===== src/rtl/perf_pkg.sv =====
package perf_pkg;
    localparam int RC_W   = 3;
    localparam int STEP_W = 5;

    typedef enum logic [RC_W-1:0] {
        RC_DIV1 = 3'd0,
        RC_DIV2 = 3'd1,
        RC_DIV3 = 3'd2,
        RC_DIV4 = 3'd3,
        RC_DIV6 = 3'd4,
        RC_DIV8 = 3'd5
    } ratio_code_e;

    localparam logic [STEP_W-1:0] TIME_BASE = 5'd24;
endpackage


===== src/rtl/perf_step_lut.sv =====
module perf_step_lut
    import perf_pkg::*;
(
    input  logic [RC_W-1:0]   code_i,
    output logic [STEP_W-1:0] step_o,
    output logic              valid_o
);
    logic [3:0] ratio;

    always_comb begin
        valid_o = 1'b1;
        unique case (code_i)
            RC_DIV1: ratio = 4'd1;
            RC_DIV2: ratio = 4'd2;
            RC_DIV3: ratio = 4'd3;
            RC_DIV4: ratio = 4'd4;
            RC_DIV6: ratio = 4'd6;
            RC_DIV8: ratio = 4'd8;
            default: begin
                ratio   = 4'd1;
                valid_o = 1'b0;
            end
        endcase
        step_o = valid_o ? STEP_W'(TIME_BASE / STEP_W'(ratio)) : STEP_W'(1);
    end

    always_comb begin
        if (valid_o) begin
            AST_STEP_TIMES_RATIO: assert (32'(step_o) * 32'(ratio) == 32'(TIME_BASE));
        end
    end
endmodule


===== src/rtl/perf_channel.sv =====
module perf_channel
    import perf_pkg::*;
#(
    parameter int CNT_W = 32
) (
    input  logic              clk_i,
    input  logic              rst_ni,
    input  logic              clr_i,
    input  logic              start_i,
    input  logic              stop_i,
    input  logic              event_i,
    input  logic              weighted_i,
    input  logic [STEP_W-1:0] step_i,
    input  logic              step_ok_i,
    output logic [CNT_W-1:0]  cnt_o,
    output logic              ovf_o,
    output logic              err_o
);
    localparam logic [CNT_W-1:0] CNT_MAX = {CNT_W{1'b1}};

    typedef struct packed {
        logic             run;
        logic [CNT_W-1:0] cnt;
        logic             ovf;
        logic             err;
    } chan_t;

    chan_t st_d, st_q;
    logic [CNT_W:0]        sum;
    logic [STEP_W-1:0]     inc;
    logic                  hit;

    always_comb begin
        st_d = st_q;
        hit  = st_q.run && event_i;
        inc  = (weighted_i && step_ok_i) ? step_i : STEP_W'(1);
        sum  = {1'b0, st_q.cnt} + (CNT_W+1)'(inc);
        if (clr_i) begin
            st_d.cnt = '0;
            st_d.ovf = 1'b0;
            st_d.err = 1'b0;
        end else if (hit) begin
            if (weighted_i && !step_ok_i) st_d.err = 1'b1;
            if (sum > {1'b0, CNT_MAX}) begin
                st_d.cnt = CNT_MAX;
                st_d.ovf = 1'b1;
            end else begin
                st_d.cnt = sum[CNT_W-1:0];
            end
        end
        if (stop_i)       st_d.run = 1'b0;
        else if (start_i) st_d.run = 1'b1;
    end

    always_ff @(posedge clk_i or negedge rst_ni) begin
        if (!rst_ni) st_q <= '0;
        else         st_q <= st_d;
    end

    assign cnt_o = st_q.cnt;
    assign ovf_o = st_q.ovf;
    assign err_o = st_q.err;

    AST_CLR_WIPES: assert property (@(posedge clk_i) disable iff (!rst_ni)
        clr_i |=> (cnt_o == '0 && !ovf_o && !err_o));
    AST_IDLE_HOLDS: assert property (@(posedge clk_i) disable iff (!rst_ni)
        (!clr_i && !(st_q.run && event_i)) |=> $stable(cnt_o));
    AST_PLAIN_STEP: assert property (@(posedge clk_i) disable iff (!rst_ni)
        (!clr_i && st_q.run && event_i && !weighted_i && cnt_o != CNT_MAX)
        |=> cnt_o == $past(cnt_o) + 1'b1);
    AST_OVF_STICKY: assert property (@(posedge clk_i) disable iff (!rst_ni)
        (ovf_o && !clr_i) |=> ovf_o);
    AST_SAT_HOLD: assert property (@(posedge clk_i) disable iff (!rst_ni)
        (cnt_o == CNT_MAX && !clr_i) |=> cnt_o == CNT_MAX);
    AST_STOP_WINS: assert property (@(posedge clk_i) disable iff (!rst_ni)
        stop_i |=> !st_q.run);
endmodule


===== src/rtl/perf_dual_counter.sv =====
module perf_dual_counter
    import perf_pkg::*;
#(
    parameter int NUM_CH = 2,
    parameter int CNT_W  = 32
) (
    input  logic                    clk_i,
    input  logic                    rst_ni,
    input  logic                    clr_i,
    input  logic [NUM_CH-1:0]       start_i,
    input  logic [NUM_CH-1:0]       stop_i,
    input  logic [NUM_CH-1:0]       event_i,
    input  logic [NUM_CH-1:0]       weighted_i,
    input  logic [2:0]              ratio_code_i,
    output logic [NUM_CH*CNT_W-1:0] cnt_o,
    output logic [NUM_CH-1:0]       ovf_o,
    output logic [NUM_CH-1:0]       err_o
);
    logic [STEP_W-1:0] step;
    logic              step_ok;

    perf_step_lut u_lut (
        .code_i  (ratio_code_i),
        .step_o  (step),
        .valid_o (step_ok)
    );

    for (genvar c = 0; c < NUM_CH; c++) begin : g_ch
        perf_channel #(.CNT_W(CNT_W)) u_ch (
            .clk_i      (clk_i),
            .rst_ni     (rst_ni),
            .clr_i      (clr_i),
            .start_i    (start_i[c]),
            .stop_i     (stop_i[c]),
            .event_i    (event_i[c]),
            .weighted_i (weighted_i[c]),
            .step_i     (step),
            .step_ok_i  (step_ok),
            .cnt_o      (cnt_o[c*CNT_W +: CNT_W]),
            .ovf_o      (ovf_o[c]),
            .err_o      (err_o[c])
        );
    end
endmodule


===== config.mk =====
export PLATFORM = sky130hd
export DESIGN_NAME = perf_dual_counter
export DESIGN_NICKNAME = d
export VERILOG_FILES = /design/src/rtl/perf_pkg.sv /design/src/rtl/perf_step_lut.sv /design/src/rtl/perf_channel.sv /design/src/rtl/perf_dual_counter.sv
export SDC_FILE = /design/constraint.sdc
export NUM_CORES = 1
export LEC_CHECK = 0
export ABC_AREA = 1
export BUFFER_PORTS_ARGS = -buffer_cell sky130_fd_sc_hd__buf_2
export CAP_MARGIN = 20
export CORE_MARGIN = 1
export CORE_UTILIZATION = 64
export DETAILED_ROUTE_END_ITERATION = 8
export PLACE_DENSITY = 0.95
export SETUP_SLACK_MARGIN = 0.4
export SKIP_LAST_GASP = 1
export SYNTH_ARGS = -nofsm -noshare
export SYNTH_HDL_FRONTEND = slang
export SYNTH_SLANG_ARGS = --single-unit
export TNS_END_PERCENT = 10

===== constraint.sdc =====
create_clock -name clk_i -period 5.3 [get_ports clk_i]
set_input_delay 0.53 -clock clk_i [delete_from_list [all_inputs] [get_ports clk_i]]
set_output_delay 0.53 -clock clk_i [all_outputs]
set_load 0.005 [all_outputs]

# Word-level counts from Yosys, hierarchy flattened
# Cells that the tools add are included.
dict set report word_totals {
  register_bits 70
  elab_cells 58
  mem_count 0
  latch_bits 0
  ramBits 0
  out_inout_bits 68
  input_bits 14
  romBits 0
}
dict set report classes {
  n_addsub 2
  n_lt_le_gt_ge 2
  n_reduce_logical 21
  div 1
  shift 0
  bitwise_logic 0
  mux 19
  n_mul 0
  n_eq_ne 5
}
# cell count
set op_table {}
lappend op_table {{$mux 34} 4}
lappend op_table {{$add 32x5->33} 2}
lappend op_table {{$gt 33x32->1 const B} 2}
lappend op_table {{$mux 32} 2}
lappend op_table {{$pmux 4 s5} 1}
lappend op_table {{$reduce_bool 2->1} 8}
lappend op_table {{$mux 5} 3}
lappend op_table {{$mux 1} 9}
lappend op_table {{$reduce_and 2->1} 4}
lappend op_table {{$eq 3x2->1 const B} 2}
lappend op_table {{$eq 3x3->1 const B} 2}
lappend op_table {{$logic_and 1x1->1} 6}
lappend op_table {{$reduce_or 6->1} 1}
lappend op_table {{$div 5x4->5 const A} 1}
lappend op_table {{$eq 3x1->1 const B} 1}
lappend op_table {{$logic_not 3->1} 1}
lappend op_table {{$logic_not 1->1} 1}

# Longest topological paths before layout
dict set report logic_depth {
  depth_word 10
  mapped_depth 41
  depth_no_buf 40
}

# By module
# A second synthesis with hierarchy kept.
dict set report hier_totals {
  hier_cells 950
  hier_area_um2 6323.6
}
# module seq_area_each_um2 area_each_um2 instances cells_per_inst
set by_module_without_submodules {}
lappend by_module_without_submodules {perf_channel 875.8 2916.5 2 431}
lappend by_module_without_submodules {perf_step_lut 0.0 490.5 1 88}

# Worst setup path after synthesis
# No wires, ideal clock.
dict set report synth_timing {
  path_type {input to register}
  from {in ratio_code_i[2]}
  to {reg g_ch[1].u_ch.st_q (netlist bit g_ch[1].u_ch.cnt_o[10])}
  slack_ps 542
  path_stages 36
  setup_time_ps 128
  t_required_ps 5172
  arrival_time_ps 4630
  path_buffers 2
  path_cell_list {nand2_1 > inv_2 > nor2_2 > buf_6 > ha_1 > nand2_1 > nor2_1 > nand2_1 > nand3_1 > o21ai_0 > nand2_1 > inv_1 > ha_1 > nand2_1 > nor2_1 > nand2_1 > nand2_1 > inv_1 > nand2_1 > nand2_1 > inv_1 > ha_1 > or2_2 > nor2_1 > nand4_1 > ha_1 > fa_1 > nand3_1 > nand3_2 > nand2_1 > nand2_1 > nand2_2 > nor2_4 > nand2_2 > buf_2 > nand3_1}
}
dict set report synth_between {
  elab_chain_cells 10
  word_cells_on_any_way 18
  classes_between {add/sub: 1; div: 1; order compare: 1; eq/ne: 5; mux: 7; reduce/logical: 3}
}
# element line_no
set synth_rtl {}
lappend synth_rtl {{from (decl)} perf_dual_counter.sv:14} ;# input logic [2:0] ratio_code_i,
lappend synth_rtl {{$eq 3x3->1, or another cell as far along} perf_step_lut.sv:12} ;# unique case (code_i)
lappend synth_rtl {{$pmux 4 s5 or $reduce_or 6->1 (tied branches)} --}
lappend synth_rtl {{$div 5x4->5 or $mux 1 (tied branches)} {perf_step_lut.sv:24, perf_step_lut.sv:12}}
lappend synth_rtl {{$mux 5 or $logic_and 1x1->1 (tied branches)} {perf_step_lut.sv:24, perf_channel.sv:36}}
lappend synth_rtl {{$mux 5 (*)} perf_channel.sv:36} ;# inc = (weighted_i && step_ok_i) ? step_i : STEP_W'(1);
lappend synth_rtl {{$add 32x5->33 (*)} perf_channel.sv:37} ;# sum = {1'b0, st_q.cnt} + (CNT_W+1)'(inc);
lappend synth_rtl {{$gt 33x32->1} perf_channel.sv:44} ;# if (sum > {1'b0, CNT_MAX}) begin
lappend synth_rtl {{$mux 32 (*)} perf_channel.sv:44}
lappend synth_rtl {{$mux 34 (*)} perf_channel.sv:42} ;# end else if (hit) begin
lappend synth_rtl {{$mux 34 (*)} perf_channel.sv:38} ;# if (clr_i) begin
lappend synth_rtl {{to (signal assigned)} perf_channel.sv:57} ;# else st_q <= st_d;
lappend synth_rtl {{to (decl)} perf_channel.sv:28} ;# chan_t st_d, st_q;
# Mark *: on every way between the ends. The rest lies on a longest branch, timed or not. The select of a mux whose other input is x is not followed.
# A chain may end at the register's enable or synchronous reset.

# Worst setup path after layout
dict set report layout_timing {
  from {in ratio_code_i[2]}
  to {reg g_ch[0].u_ch.st_q (netlist bit g_ch[0].u_ch.cnt_o[21])}
}
dict set report layout_between {
  elab_chain_cells 10
  word_cells_on_any_way 18
  classes_between {add/sub: 1; div: 1; order compare: 1; eq/ne: 5; mux: 7; reduce/logical: 3}
}
# element line_no
set layout_rtl {}
lappend layout_rtl {{$eq 3x3->1, or another cell as far along} perf_step_lut.sv:12}
lappend layout_rtl {{$pmux 4 s5 or $reduce_or 6->1 (tied branches)} --}
lappend layout_rtl {{$div 5x4->5 or $mux 1 (tied branches)} {perf_step_lut.sv:24, perf_step_lut.sv:12}}
lappend layout_rtl {{$mux 5 or $logic_and 1x1->1 (tied branches)} {perf_step_lut.sv:24, perf_channel.sv:36}}
lappend layout_rtl {{$mux 5 (*)} perf_channel.sv:36}
lappend layout_rtl {{$add 32x5->33 (*)} perf_channel.sv:37}
lappend layout_rtl {{$gt 33x32->1} perf_channel.sv:44}
lappend layout_rtl {{$mux 32 (*)} perf_channel.sv:44}
lappend layout_rtl {{$mux 34 (*)} perf_channel.sv:42}
lappend layout_rtl {{$mux 34 (*)} perf_channel.sv:38}
lappend layout_rtl {{to (signal assigned)} perf_channel.sv:57}
lappend layout_rtl {{to (decl)} perf_channel.sv:28}
# Marked as above.

==> flow_summary.yaml <==
routing:
  routed_wl_mm: 17.47
  avgViaCountPerCell: 5.885
  antenna_left: 0
  first_iter_violations: 711
  wl_per_cell_um: 15.76
  drc: 0
  vias: 6521
  dr.pass1.iters: 6
layout:
  stdcell_area_mm2: 0.006766
  diodes: 0
  syn2layout_area_growth_pct: 10.57
  nets: 1008
  layout-drive-gt1-share: 0.2012
synth:
  netlist_area_mm2: 0.006120
  synth.top_cell.area_share: 0.2862
  yosysSeqAreaShare: 0.2862
  synthTopCellsByArea: "dfrtp_1, nand2_1, nand3_1"
  yosys_warnings: 0
  syn_nets: 974
  synth.largest_area_cell: "dfrtp_1"
  avgSynthCellArea_um2: 6.510
  synth-seq-cells: 70
  yosysUniqueCellTypes: 37
  synth_cells: 940
clocking:
  tritoncts: "done"
  clkTransAtPathRegs_ns: 0.09
  cts-buffers-inserted: 9
  cts_hold_buf: 0
  cts_sinks: 70
  cts_root_buf: "clkbuf_8"
  clock_path_buffers: 2
  clkLatencyLatePin_ns: 0.36
  cts_max_level: 3
die:
  coreArea_mm2: 0.009240
  die_width_um: 99.79
  die_h_um: 99.79
  die_area_mm2: 0.009957
  start_util: 0.6623
  ioPinCount: 82
  rows: 35
critical_path:
  rr_startpoint: "g_ch[0].u_ch.cnt_o[2]$_DFFE_PN0P_"
  crit_slowest_cell: "fa_2"
  critPathLaunchType: "input port"
  cp-end-kind: "flip-flop"
  crit_arrival_ns: 5.04
  cp_common_cell: "nand2_1"
  worstPathMaxFanout: 6
  slowest_delay_ns: 0.42
  cp.required_ns: 5.54
  critPathLaunch: "ratio_code_i[2]"
  criticalPathCategory: "input port to flip-flop"
sta:
  slew_headroom: 0.3841
  worst_slack_ns: 0.4980
  period_minus_slack_ns: 4.802
  hold_viol: 0
  setup_viol: 0
  rsz0062_at_grt: "false"
  drv_slew: 0
  holdWs_ns: 0.2821
  period_share: 0.9060
  tightest_slew_ns: 0.9238
  fmax_mhz: 208.2
  skew_ns: 0.01149
grt:
  grt_pass1_wl_mm: 26.39
  grt-ovfl-total: 0
  grt_max_degree: 71
  grt_pass1_vias: 5826
  antenna_found_initial: 0
  groute.usage.overall: 0.3283
place:
  dp_slack_ns: -0.01766
  dp_hpwl_mm: 11.25
  numPortBuffers: 81
  place_congestion: 0.9205
  placed_area_mm2: 0.006178
flow_run:
  cap_viol_max_count: 0
power:
  power.density_mw_per_mm2: 201.7
  power_frac_clock: 0.430
  p_leak_nw: 3.820
  power_frac_comb: 0.172
  p_int_mw: 0.9865
  p_total_mw: 1.365
  swShare: 0.2774
  power_frac_seq: 0.398
  peakVddDrop_v: 0.0001353
  power_switching_mw: 0.3786
run_status:
  status: "complete, no violations"
min_path:
  min_path_type: "input port to asynchronous set/reset pin"
## power groups by stage
stage / Clock [mW] / Combinational (mW) / Sequential (mW)
after global placement: 0 / 0.186 / 0.554
after detailed placement: 0 / 0.195 / 0.554
after global routing: 0.605 / 0.258 / 0.544
after CTS: 0.584 / 0.205 / 0.543
final: 0.587 / 0.235 / 0.544
after floorplan: 0 / 0.139 / 0.553
## cells by family (layout without fill, tap and decap cells)
| group | count (synthesis) | in the layout | share of synthesized area |
|---|---|---|---|
| xor+xnor | 9 | 9 | 0.01288 |
| simple gates | 614 | 614 | 0.4506 |
| buf+inv | 192 | 231 | 0.1670 |
| fa+ha+maj | 20 | 20 | 0.04335 |
| compound gates | 35 | 35 | 0.03987 |
| flops | 70 | 70 | 0.2862 |
## worst max-delay path: cells and delay by family
| family | cells | cell delay, ns |
|---|---|---|
| buf+inv | 7 | 0.77 |
| fa+ha+maj | 5 | 1.26 |
| compound gates | 2 | 0.30 |
| simple gates | 22 | 2.17 |
## final cells by class
type                       instances  area (um^2)
multi-input combinational        678         3467
fill                             670         2474
sequential                        70         1752
timing repair buffer             111        732.0
inverter                         104        392.9
tap                              129        161.4
clock inverter                     6        133.9
clock buffer                      10        127.6
## sequential cells by signal, summed over array words and instances, names as in the netlist
name,flops
g_ch.u_ch.cnt_o,64
g_ch.u_ch.err_o,2
g_ch.u_ch.ovf_o,2
g_ch.u_ch.st_q,2
## worst paths after layout
| kind | end | slack, ns | cells past startpoint |
|---|---|---|---|
| max | g_ch[0].u_ch.cnt_o[21]$_DFFE_PN0P_ | 0.50 | 36 |
| min reg2reg | g_ch[1].u_ch.ovf_o$_DFFE_PN0P_ | 0.48 | 2 |
| min | g_ch[1].u_ch.cnt_o[9]$_DFFE_PN0P_ | 0.28 | 1 |
| min in group clk_i | g_ch[0].u_ch.st_q[34]$_DFFE_PN0P_ | 0.32 | 2 |
| max reg2reg | g_ch[0].u_ch.cnt_o[17]$_DFFE_PN0P_ | 3.18 | 9 |
| max in group asynchronous | g_ch[0].u_ch.cnt_o[6]$_DFFE_PN0P_ | 4.38 | 1 |
## per-stage QoR
step / TNS, ns / std cells / util
after floorplan: 0 / 940 / -
after global placement: 0 / 1073 / 0.6674
after detailed placement: -0.07672 / 1074 / 0.6687
after CTS: 0 / 1092 / 0.7009
after global routing: 0 / 1108 / 0.7323
final: 0 / 1108 / 0.7323
## timing repair
action                     4_1_cts  5_1_grt
hold endpoints to repair         0        0
buffers inserted                 2       11
gates resized for setup          6       29
cloned                           0        5
pin swaps                        2        8
setup endpoints to repair       48       66
## routing by layer
layer | global-route usage | vias up | wire length (um)
met5 | 0 | - | 0
met4 | 0.1618 | 0 | 884
met3 | 0.04248 | 98 | 1676
met2 | 0.5602 | 444 | 8207
met1 | 0.4106 | 2972 | 6697
li1 | - | 3007 | -
## Yosys cell counts, drive strengths merged
master  instances
nand2         313
nand3         154
inv           104
nor2          104
buf            79
dfrtp          70
nand4          20
ha             18
o211ai         11
nor3           10
clkbuf          9
o21ai           8
or2             6
xor2            6
nand3b          5
a21o            4
a21oi           4
o21bai          4
xnor2           3
a32o            2
fa              2
a22oi           1
a32oi           1
and2            1
and3            1
## placed cells by master, fill, tap and decap left out, types with 9 or more instances in the layout
master / netlist / layout
buf_2: 4 / 81
buf_4: 69 / 21
clkbuf_8: 0 / 9
dfrtp_1: 70 / 70
ha_1: 18 / 13
inv_1: 99 / 97
nand2_1: 304 / 294
nand2_2: 8 / 13
nand3_1: 136 / 133
nand3_2: 18 / 21
nand4_1: 20 / 20
nor2_1: 98 / 96
nor3_1: 9 / 9
o211ai_1: 10 / 10
Power figures use the tool's default switching activity.
